<file path="src/rtl/dswdt_pkg.sv">
package dswdt_pkg;

  localparam int unsigned ADDR_W = 12;

  // refresh window
  localparam logic [ADDR_W-1:0] A_KICK   = 12'h000;
  // control window
  localparam logic [ADDR_W-1:0] A_CSR    = 12'h000;
  localparam logic [ADDR_W-1:0] A_OFFSET = 12'h008;
  localparam logic [ADDR_W-1:0] A_CMP    = 12'h010;
  // shared identification words
  localparam logic [ADDR_W-1:0] A_IFID   = 12'hFCC;
  localparam logic [ADDR_W-1:0] A_DEVID  = 12'hFD0;

  // status word, bit 0 = enable, bit 1 = stage one, bit 2 = stage two
  typedef struct packed {
    logic ws1;
    logic ws0;
    logic en;
  } wd_state_t;

  function automatic logic [31:0] id_read(input logic [ADDR_W-1:0] a,
                                          input logic [31:0] ifid,
                                          input logic [31:0] devid);
    logic [31:0] r;
    r = '0;
    if (a == A_IFID)  r = ifid;
    if (a == A_DEVID) r = devid;
    return r;
  endfunction

endpackage

</file>
<file path="src/rtl/dswdt_timer.sv">
module dswdt_timer #(
  parameter int CNT_W  = 64,
  parameter int OFF_W  = 32,
  parameter int WORD_W = 32,
  localparam int HALVES = CNT_W / WORD_W
) (
  input  logic              clk,
  input  logic              por_n,
  input  logic              rst_n,
  input  logic [CNT_W-1:0]  count,
  input  logic              kick,
  input  logic              csr_wr,
  input  logic              csr_en_val,
  input  logic              off_wr,
  input  logic [OFF_W-1:0]  off_val,
  input  logic [HALVES-1:0] cmp_wr,
  input  logic [WORD_W-1:0] cmp_val,
  output logic              en,
  output logic              ws0,
  output logic              ws1,
  output logic              req,
  output logic [OFF_W-1:0]  offset,
  output logic [CNT_W-1:0]  cmp
);

  logic             sys_rst_n;
  logic             en_q, ws0_q, ws1_q, req_q;
  logic [OFF_W-1:0] off_q;
  logic [CNT_W-1:0] cmp_q;
  logic [OFF_W-1:0] off_next;
  logic             refresh;
  logic             expired;
  logic [CNT_W-1:0] reload;

  assign sys_rst_n = por_n & rst_n;
  assign off_next  = off_wr ? off_val : off_q;
  assign refresh   = kick | csr_wr | (off_wr & en_q);
  assign reload    = count + CNT_W'(off_next);
  assign expired   = en_q & (count > cmp_q) & ~refresh;

  always_ff @(posedge clk or negedge sys_rst_n) begin
    if (!sys_rst_n) begin
      en_q  <= 1'b0;
      ws0_q <= 1'b0;
      req_q <= 1'b0;
      off_q <= '0;
      cmp_q <= '0;
    end else begin
      if (csr_wr) en_q <= csr_en_val;
      if (off_wr) off_q <= off_val;
      for (int h = 0; h < HALVES; h++) begin
        if (cmp_wr[h]) cmp_q[h*WORD_W +: WORD_W] <= cmp_val;
      end
      if (refresh) begin
        cmp_q <= reload;
        ws0_q <= 1'b0;
        req_q <= 1'b0;
      end else if (expired) begin
        if (!ws0_q) begin
          ws0_q <= 1'b1;
          cmp_q <= reload;
        end else begin
          req_q <= 1'b1;
        end
      end
    end
  end

  // second-stage status survives a warm reset
  always_ff @(posedge clk or negedge por_n) begin
    if (!por_n)                  ws1_q <= 1'b0;
    else if (refresh)            ws1_q <= 1'b0;
    else if (expired && ws0_q)   ws1_q <= 1'b1;
  end

  assign en     = en_q;
  assign ws0    = ws0_q;
  assign ws1    = ws1_q;
  assign req    = req_q;
  assign offset = off_q;
  assign cmp    = cmp_q;


  refresh_clears_chk: assert property (@(posedge clk) disable iff (!sys_rst_n)
    refresh |=> (!ws0_q && !ws1_q && !req_q));


  no_fire_disabled_chk: assert property (@(posedge clk) disable iff (!sys_rst_n)
    !en_q |=> !$rose(ws0_q));


  stage1_reload_chk: assert property (@(posedge clk) disable iff (!sys_rst_n)
    $rose(ws0_q) |-> (cmp_q == $past(count) + CNT_W'($past(off_q))));


  stage2_order_chk: assert property (@(posedge clk) disable iff (!sys_rst_n)
    $rose(ws1_q) |-> $past(ws0_q));


  req_hold_chk: assert property (@(posedge clk) disable iff (!sys_rst_n)
    (req_q && !refresh) |=> req_q);


  req_needs_stage1_chk: assert property (@(posedge clk) disable iff (!sys_rst_n)
    req_q |-> ws0_q);

endmodule

</file>
<file path="src/rtl/dswdt_ref_win.sv">
module dswdt_ref_win #(
  parameter int          WORD_W = 32,
  parameter logic [31:0] IFID   = 32'h0001_5A17,
  parameter logic [31:0] DEVID  = 32'h0000_00D5
) (
  input  logic                         sel,
  input  logic                         wr,
  input  logic [dswdt_pkg::ADDR_W-1:0] addr,
  input  logic [WORD_W-1:0]            wdata,
  output logic                         kick,
  output logic [WORD_W-1:0]            rdata
);
  import dswdt_pkg::*;

  logic unused_wdata;
  assign unused_wdata = ^wdata;

  assign kick  = sel & wr & (addr == A_KICK);
  assign rdata = (sel & ~wr) ? WORD_W'(id_read(addr, IFID, DEVID)) : '0;

endmodule

</file>
<file path="src/rtl/dswdt_ctl_win.sv">
module dswdt_ctl_win #(
  parameter int          CNT_W  = 64,
  parameter int          OFF_W  = 32,
  parameter int          WORD_W = 32,
  parameter logic [31:0] IFID   = 32'h0001_5A17,
  parameter logic [31:0] DEVID  = 32'h0000_00D5,
  localparam int HALVES = CNT_W / WORD_W
) (
  input  logic                         sel,
  input  logic                         wr,
  input  logic [dswdt_pkg::ADDR_W-1:0] addr,
  input  logic [WORD_W-1:0]            wdata,
  input  logic                         en,
  input  logic                         ws0,
  input  logic                         ws1,
  input  logic [OFF_W-1:0]             offset,
  input  logic [CNT_W-1:0]             cmp,
  output logic                         csr_wr,
  output logic                         off_wr,
  output logic [HALVES-1:0]            cmp_wr,
  output logic [WORD_W-1:0]            rdata
);
  import dswdt_pkg::*;

  logic      wr_acc, rd_acc;
  wd_state_t st;

  assign wr_acc = sel & wr;
  assign rd_acc = sel & ~wr;
  assign st     = '{ws1: ws1, ws0: ws0, en: en};

  assign csr_wr = wr_acc & (addr == A_CSR);
  assign off_wr = wr_acc & (addr == A_OFFSET);

  for (genvar h = 0; h < HALVES; h++) begin : g_cmp_dec
    assign cmp_wr[h] = wr_acc & (addr == ADDR_W'(int'(A_CMP) + 4*h));
  end

  always_comb begin
    rdata = '0;
    if (rd_acc) begin
      rdata = WORD_W'(id_read(addr, IFID, DEVID));
      if (addr == A_CSR)    rdata = WORD_W'(st);
      if (addr == A_OFFSET) rdata = WORD_W'(offset);
      for (int h = 0; h < HALVES; h++) begin
        if (addr == ADDR_W'(int'(A_CMP) + 4*h)) rdata = cmp[h*WORD_W +: WORD_W];
      end
    end
  end

endmodule

</file>
<file path="src/rtl/dual_stage_wdt.sv">
module dual_stage_wdt #(
  parameter int          CNT_W  = 64,
  parameter int          OFF_W  = 32,
  parameter int          WORD_W = 32,
  parameter logic [31:0] IFID   = 32'h0001_5A17,
  parameter logic [31:0] DEVID  = 32'h0000_00D5
) (
  input  logic                         clk,
  input  logic                         por_n,
  input  logic                         rst_n,
  input  logic [CNT_W-1:0]             sys_count,
  input  logic                         ref_sel,
  input  logic                         ref_wr,
  input  logic [dswdt_pkg::ADDR_W-1:0] ref_addr,
  input  logic [WORD_W-1:0]            ref_wdata,
  output logic [WORD_W-1:0]            ref_rdata,
  input  logic                         ctl_sel,
  input  logic                         ctl_wr,
  input  logic [dswdt_pkg::ADDR_W-1:0] ctl_addr,
  input  logic [WORD_W-1:0]            ctl_wdata,
  output logic [WORD_W-1:0]            ctl_rdata,
  output logic                         stage1_irq,
  output logic                         reset_req
);
  localparam int HALVES = CNT_W / WORD_W;

  logic              kick, csr_wr, off_wr;
  logic [HALVES-1:0] cmp_wr;
  logic              en, ws0, ws1, req;
  logic [OFF_W-1:0]  offset;
  logic [CNT_W-1:0]  cmp;

  dswdt_ref_win #(.WORD_W(WORD_W), .IFID(IFID), .DEVID(DEVID)) u_ref (
    .sel(ref_sel), .wr(ref_wr), .addr(ref_addr), .wdata(ref_wdata),
    .kick(kick), .rdata(ref_rdata)
  );

  dswdt_ctl_win #(.CNT_W(CNT_W), .OFF_W(OFF_W), .WORD_W(WORD_W),
                  .IFID(IFID), .DEVID(DEVID)) u_ctl (
    .sel(ctl_sel), .wr(ctl_wr), .addr(ctl_addr), .wdata(ctl_wdata),
    .en(en), .ws0(ws0), .ws1(ws1), .offset(offset), .cmp(cmp),
    .csr_wr(csr_wr), .off_wr(off_wr), .cmp_wr(cmp_wr), .rdata(ctl_rdata)
  );

  dswdt_timer #(.CNT_W(CNT_W), .OFF_W(OFF_W), .WORD_W(WORD_W)) u_tmr (
    .clk(clk), .por_n(por_n), .rst_n(rst_n), .count(sys_count),
    .kick(kick), .csr_wr(csr_wr), .csr_en_val(ctl_wdata[0]),
    .off_wr(off_wr), .off_val(ctl_wdata[OFF_W-1:0]),
    .cmp_wr(cmp_wr), .cmp_val(ctl_wdata),
    .en(en), .ws0(ws0), .ws1(ws1), .req(req), .offset(offset), .cmp(cmp)
  );

  assign stage1_irq = ws0;
  assign reset_req  = req;

endmodule

</file>
<file path="config.mk">
export PLATFORM = sky130hd
export DESIGN_NAME = dual_stage_wdt
export DESIGN_NICKNAME = d
export VERILOG_FILES = /design/src/rtl/dswdt_pkg.sv /design/src/rtl/dswdt_timer.sv /design/src/rtl/dswdt_ref_win.sv /design/src/rtl/dswdt_ctl_win.sv /design/src/rtl/dual_stage_wdt.sv
export SDC_FILE = /design/constraint.sdc
export NUM_CORES = 1
export LEC_CHECK = 0
export ABC_CLOCK_PERIOD_IN_PS = 3800
export BUFFER_PORTS_ARGS = -buffer_cell sky130_fd_sc_hd__buf_2
export CAP_MARGIN = 5
export CORE_MARGIN = 2
export CORE_UTILIZATION = 45
export DETAILED_ROUTE_END_ITERATION = 10
export PLACE_DENSITY = 0.71
export REMOVE_ABC_BUFFERS = 1
export SLEW_MARGIN = 0
export SYNTH_ARGS = -nofsm -noshare
export SYNTH_HDL_FRONTEND = slang
export SYNTH_SLANG_ARGS = --single-unit
export TNS_END_PERCENT = 5
</file>
<file path="constraint.sdc">
create_clock -name clk -period 3.8 [get_ports clk]
set_input_delay 0.38 -clock clk [delete_from_list [all_inputs] [get_ports clk]]
set_output_delay 0.38 -clock clk [all_outputs]
set_load 0.02 [all_outputs]
</file>
==> impl_metrics.env, run 1 <==
export IMPL_maxCapViolCount=0
export IMPL_gp_congestion=0.9470
export IMPL_critPathBufInv=6
export IMPL_area_delta_synth_final_pct=32.46
export IMPL_yosysUniqueCellTypes=66
export IMPL_power_density_nw_per_um2=200.9
export IMPL_critPathKind="input port to flop"
export IMPL_clockBufferDepth=2
export IMPL_synth_top_family_by_area="compound AO/OA/AOI/OAI gates"
export IMPL_cts_sinks=100
export IMPL_slew_violations=0
export IMPL_power_internal_w=0.001743
export IMPL_boundaryPins=225
export IMPL_synth_edf_count=0
export IMPL_min_period_over_period=1.094
export IMPL_critPathRequiredTime_ns=4.05
export IMPL_yosysTopAreaCell="dfrtp_1"
export IMPL_synthMuxAreaShare=0.1561
export IMPL_grt_pass1_vias=9837
export IMPL_combPwrFrac=0.198
export IMPL_drive_gt1_frac=0.3570
export IMPL_syn_area_per_cell_um2=9.130
export IMPL_seqPwrFrac=0.433
export IMPL_r2r_start="u_tmr.cmp[63]$_DFF_PN0_"
export IMPL_cts_tree="done"
export IMPL_synth_xor_area_share=0.05278
export IMPL_clkPwrFrac=0.369
export IMPL_overflow=0
export IMPL_root_buffer="clkbuf_16"
export IMPL_clock_skew_ns=0.01364
export IMPL_cpPeakStageDelay_ns=0.52
export IMPL_final_setup_worst_slack_ns=-0.3559
export IMPL_syn_area_um2=9459
export IMPL_num_rows=53
export IMPL_post_place_ws_ns=-0.8518
export IMPL_reg2reg_to="u_tmr.cmp[7]$_DFF_PN0_"
export IMPL_rsz0062_at_grt="true"
export IMPL_die_w_um=149.0
export IMPL_setup_tns_ns=-8.999
export IMPL_async_flop_share=1.000
export IMPL_nFillCells=1786
export IMPL_synth_simple_area_share=0.1259
export IMPL_cts_clk_slew_worst_paths_ns=0.08
export IMPL_cts_max_level=3
export IMPL_grt_usage=0.3040
export IMPL_die_height_um=149.0
export IMPL_rr_worst_depth=11
export IMPL_fin_crit_ns=4.156
export IMPL_syn_inst=1036
export IMPL_ys_ff_latch=100
export IMPL_slowest_stage="or4_4"
export IMPL_reg2reg_setup_slack_ns=0.41
export IMPL_final_cell_mix="170 x buf_2, 144 x buf_4, 107 x mux2i_1"
export IMPL_cts_inserted_buffers=9
export IMPL_core_area_um2=20820
export IMPL_max_freq_mhz=240.6
export IMPL_hold_slack_ns=0.1655
export IMPL_netlist_area_leader_share=0.2646
export IMPL_seq_area_frac_synth=0.2646
export IMPL_yosys_warnings=0
export IMPL_initial_core_util=0.4543
export IMPL_status="finished with violations"
export IMPL_synth_compound_area_frac=0.1886
export IMPL_arrival_ns=4.40
export IMPL_grt_max_degree=50
export IMPL_synthFlopType="dfrtp_1"
export IMPL_route_detailed_drc=0
export IMPL_end_kind="flop"
export IMPL_final_common_cell="buf_2"
export IMPL_drtIter0Drc=870
export IMPL_nets=1577
export IMPL_clk_latency_ns=0.37
export IMPL_drt_first_pass_iters=7
export IMPL_cpMostUsedCell="buf_4"
export IMPL_yosys_top_cells_area="dfrtp_1 26%, ha_1 13%, mux2i_1 11%"
export IMPL_die_area_um2=22200
export IMPL_routed_via_density=5.976
export IMPL_totalWireLength_um=34170
export IMPL_start_kind="input port"
export IMPL_setup_viol=47
export IMPL_p_leak_nw=5.844
export IMPL_antenna_found_initial=2
export IMPL_ant_nets=0
export IMPL_vias=9573
export IMPL_avgRoutedWirePerCell_um=21.33
export IMPL_tightest_slew_ns=0.8235
export IMPL_violations="setup timing"
export IMPL_synth_fa_ha_area_frac=0.1304
export IMPL_post_route_util=0.6017
export IMPL_dp_hpwl_um=25430
export IMPL_switchingPower_w=0.0007744
export IMPL_slew_headroom=0.4510
export IMPL_swShare=0.3076
export IMPL_crit_chain="buf_2 > or4_4 > nor3_4 > and3_4 > and2_4 > nand3_4 > buf_8 > buf_16 > mux2_2 > ha_4 > a21o_1 > a221o_1 > a32o_1 > a21oi_2 > a21oi_4 > buf_6 > buf_4 > buf_4 > xnor2_1 > mux2i_1"
export IMPL_vdd_drop_max_mv=0.2105
export IMPL_hold_viol=0
export IMPL_crit_family="simple AND/OR/NAND/NOR gates"
export IMPL_hp_class="input port to asynchronous set/reset pin"
export IMPL_critPathMaxFanout=7
export IMPL_grt_first_pass_wirelength_um=52450
export IMPL_io_buffers=171
through the flow:
step | std cells | power [W] | instance area (um2)
after floorplan | 979 | 0.001328 | 9040
after global placement | 1566 | 0.001551 | 11370
after detailed placement | 1566 | 0.001560 | 11370
after CTS | 1595 | 0.002506 | 12240
after global routing | 1601 | 0.002609 | 12530
final | 1602 | 0.002517 | 12530
flip-flops by register name, indices dropped and copies added (netlist names):
name,count
u_tmr.cmp,64
u_tmr.offset,32
u_tmr.en,1
u_tmr.req,1
u_tmr.ws0,1
u_tmr.ws1,1
cell type report:
| class | instances | area (um2) | share of cell area |
|---|---|---|---|
| diodes | 2 | 5.005 | 0.0003994 |
| clock buffers | 9 | 225.2 | 0.01797 |
| clock inverters | 7 | 58.81 | 0.004693 |
| inverters | 73 | 274.0 | 0.02187 |
| multi-input cells | 807 | 6929 | 0.5530 |
| flip-flops and latches | 100 | 2502 | 0.1997 |
| well taps | 275 | 344.1 | 0.02746 |
| repair buffers | 329 | 2191 | 0.1749 |
kinds of logic after synthesis:
group           count (synthesis)
xor+xnor                       57
compound gates                262
mux                           143
buf+inv                       150
other cells                     1
flops                         100
fa+ha+maj                      98
simple gates                  225
power groups by stage:
stage,sequential (W),clock [W],combinational (W)
floorplan,0.00111,0,0.000221
global placement,0.00111,0,0.000441
detailed placement,0.00111,0,0.000449
CTS,0.00109,0.000941,0.000475
global route,0.00109,0.000974,0.000543
finish,0.00109,0.000929,0.000498
what timing repair did:
item                       in CTS  in global routing
gates cloned                    4                  0
buffers inserted                8                  5
setup endpoints to repair      50                 51
hold buffers                    1                  0
hold endpoints to repair        1                  0
resized for setup              78                 39
pin swaps                      25                 15
per-layer routing:
metal | wire length [um] | GRT usage | vias up
met2 | 16220 | 0.5118 | 504
met3 | 2898 | 0.05076 | 112
met4 | 1585 | 0.1486 | 0
li1 | - | - | 4377
met5 | 0 | 0 | -
met1 | 13470 | 0.3785 | 4580
worst max path at each step:
stage | from | slack (ns) | to | cells past startpoint
CTS | ctl_addr[10] | -0.27 | u_tmr.cmp[63]$_DFF_PN0_ | 19
finish | ctl_addr[8] | -0.36 | u_tmr.cmp[35]$_DFF_PN0_ | 20
global route | ctl_addr[8] | -0.45 | u_tmr.cmp[35]$_DFF_PN0_ | 21
floorplan | ctl_addr[9] | -2.17 | u_tmr.cmp[40]$_DFF_PN0_ | 14
global placement | ctl_addr[9] | -0.73 | u_tmr.cmp[54]$_DFF_PN0_ | 19
detailed placement | ctl_addr[9] | -0.85 | u_tmr.cmp[54]$_DFF_PN0_ | 19
Yosys cell counts (2+ instances only):
library cell and instances:
o311a_1 2, a311oi_1 2, a221o_1 4, and2_1 3
buf_4 35, nand2b_1 9, o21ai_0 45, buf_2 17
o21ai_1 8, a222oi_1 24, or3_1 7, xor2_1 22
xnor2_1 35, nor3_1 11, nor4_1 3, mux2i_1 107
nor4b_1 4, clkbuf_1 18, a22oi_1 8, a21oi_1 72
nor2b_1 9, nand3_1 27, buf_6 7, nand4_1 29
nand2_1 39, a2111oi_0 8, dfrtp_1 100, mux2_2 35
o211ai_1 7, o2111ai_1 2, a21o_1 34, and4_1 6
nor2_1 50, ha_1 97, a31oi_1 5, a221oi_1 3
o21a_1 7, a211oi_1 14, and3_1 17, o21bai_1 5
inv_1 73, or2_2 2
No activity file was read; power rests on OpenSTA's default activity.
==> inputs of run 2 (changes only) <==
Settings changed: CTS_BUF_LIST set to sky130_fd_sc_hd__clkbuf_4 sky130_fd_sc_hd__clkbuf_8, CTS_CLUSTER_SIZE set to 40, REMOVE_ABC_BUFFERS 1 to unset.
==> impl_metrics.env, run 2 (synthesis gave the netlist of run 1 again) <==
export IMPL_status="finished with violations"
export IMPL_violations="setup timing"
export IMPL_largest_register_ffs=64
export IMPL_cpMostUsedCell="buf_4"
export IMPL_hp_class="input port to asynchronous set/reset pin"
export IMPL_slew_violations=0
export IMPL_insertedDiodeCount=0
export IMPL_critPathBufInv=4
export IMPL_end_kind="flop"
export IMPL_clock_skew_ns=0.01847
export IMPL_crit_family="simple AND/OR/NAND/NOR gates"
export IMPL_nFillCells=1820
export IMPL_p_leak_nw=5.661
export IMPL_arrival_ns=4.26
export IMPL_slowest_stage="or4_1"
export IMPL_io_buffers=171
export IMPL_hold_viol=0
export IMPL_grt_first_pass_wirelength_um=49840
export IMPL_antenna_found_initial=0
export IMPL_drtIter0Drc=787
export IMPL_min_period_over_period=1.037
export IMPL_clk_latency_ns=0.41
export IMPL_cts_sinks=100
export IMPL_final_cell_mix="171 x buf_2, 126 x buf_4, 107 x mux2i_1"
export IMPL_dp_cells=1556
export IMPL_power_internal_w=0.001650
export IMPL_dp_hpwl_um=25310
export IMPL_die_area_um2=22200
export IMPL_ant_nets=0
export IMPL_grt_pass1_vias=9294
export IMPL_maxCapViolCount=0
export IMPL_core_area_um2=20820
export IMPL_critPathMaxFanout=19
export IMPL_avgRoutedWirePerCell_um=20.53
export IMPL_die_w_um=149.0
export IMPL_final_common_cell="buf_2"
export IMPL_combPwrFrac=0.202
export IMPL_drive_gt1_frac=0.3344
export IMPL_totalWireLength_um=32360
export IMPL_cts_max_level=3
export IMPL_cts_inserted_buffers=9
export IMPL_drt_first_pass_iters=9
export IMPL_swShare=0.3002
export IMPL_area_delta_synth_final_pct=27.91
export IMPL_final_setup_worst_slack_ns=-0.1388
export IMPL_seqPwrFrac=0.463
export IMPL_max_freq_mhz=253.9
export IMPL_die_height_um=149.0
export IMPL_gp_congestion=0.9686
export IMPL_grt_max_degree=40
export IMPL_cts_clk_slew_worst_paths_ns=0.11
export IMPL_overflow=0
export IMPL_cpPeakStageDelay_ns=0.53
export IMPL_crit_chain="buf_2 > or4_1 > nor3_2 > and3_1 > and2_4 > nand3_4 > buf_12 > mux2_2 > ha_4 > buf_4 > nand3_1 > nand2b_1 > a32oi_2 > nand2_1 > o21a_1 > buf_4 > a21o_4 > or3_1 > a31oi_1"
export IMPL_routed_via_density=5.919
export IMPL_critPathRequiredTime_ns=4.12
export IMPL_post_route_util=0.5811
export IMPL_fin_crit_ns=3.939
export IMPL_route_detailed_drc=0
export IMPL_clkPwrFrac=0.336
export IMPL_initial_core_util=0.4543
export IMPL_hold_slack_ns=0.08294
export IMPL_slew_headroom=0.3884
export IMPL_nets=1554
export IMPL_setup_tns_ns=-1.575
export IMPL_grt_usage=0.2899
export IMPL_start_kind="input port"
export IMPL_clockBufferDepth=2
export IMPL_root_buffer="clkbuf_8"
export IMPL_critPathKind="input port to flop"
export IMPL_setup_viol=30
export IMPL_boundaryPins=225
export IMPL_rsz0062_at_grt="true"
export IMPL_switchingPower_w=0.0007075
export IMPL_vias=9329
export IMPL_num_rows=53
export IMPL_vdd_drop_max_mv=0.1406
export IMPL_power_density_nw_per_um2=194.8
export IMPL_tightest_slew_ns=0.9174
export IMPL_fin_cells=1576
export IMPL_cts_tree="done"
-- run 2: cell count changes in the layout (fill, tap and decap cells not counted), sizes merged --
cell / delta
o21a: -1
bufinv: +2
inv: -2
clkbuf: +1
buf: -22
diode: -2
clkinv: -2
-- run 2: worst paths after layout --
path                                         startpoint                          to  slack, ns  cells after the start
worst max-delay path                        ctl_addr[9]     u_tmr.cmp[38]$_DFF_PN0_      -0.14                     19
worst min-delay path                              rst_n        u_tmr.en$_DFFE_PN0P_       0.08                      2
worst max register to register  u_tmr.cmp[29]$_DFF_PN0_     u_tmr.cmp[25]$_DFF_PN0_      -0.06                     11
worst min register to register    u_tmr.req$_DFFE_PN0P_       u_tmr.req$_DFFE_PN0P_       0.51                      2
max in group asynchronous                         por_n  u_tmr.offset[16]$_DFF_PN0_       2.20                      4
min in group clk                           ctl_wdata[5]   u_tmr.offset[5]$_DFF_PN0_       0.26                      2
-- run 2: stage by stage --
stage / power [W] / area, um2 / setup slack, ns
global route: 0.002440 / 12100 / -0.3271
floorplan: 0.001351 / 9727 / -0.2864
global placement: 0.001548 / 11480 / -0.5882
CTS: 0.002349 / 12010 / -0.1327
finish: 0.002357 / 12100 / -0.1388
detailed placement: 0.001558 / 11480 / -0.6620
-- run 2: power groups by stage --
| stage | clock network, W | logic, W | registers, W |
|---|---|---|---|
| 2_1_floorplan | 0 | 0.000244 | 0.00111 |
| 3_3_place_gp | 0 | 0.000438 | 0.00111 |
| 3_5_place_dp | 0 | 0.000447 | 0.00111 |
| 4_1_cts | 0.000791 | 0.000468 | 0.00109 |
| 5_1_grt | 0.000827 | 0.000521 | 0.00109 |
| 6_report | 0.000791 | 0.000476 | 0.00109 |
-- run 2: layout make-up --
class / instances / area [um2] / area share
inverter: 73 / 274.0 / 0.02265
multi-input combinational: 806 / 6795 / 0.5616
tap: 275 / 344.1 / 0.02844
clock inverter: 5 / 77.57 / 0.006412
timing repair buffer: 307 / 1974 / 0.1632
clock buffer: 10 / 131.4 / 0.01086
sequential: 100 / 2502 / 0.2068
-- run 2: layer usage --
| layer | GRT usage | share of wire |
|---|---|---|
| met5 | 0 | 0 |
| met3 | 0.04404 | 0.079 |
| met1 | 0.3780 | 0.42 |
| met2 | 0.4776 | 0.47 |
| met4 | 0.1276 | 0.038 |
-- run 2: what timing repair did --
item | in CTS | in global routing
hold endpoints to repair | 1 | 0
setup endpoints to repair | 44 | 50
hold buffers | 1 | 0
gates resized for setup | 39 | 17
pin swaps | 10 | 5
buffers inserted | 3 | 1
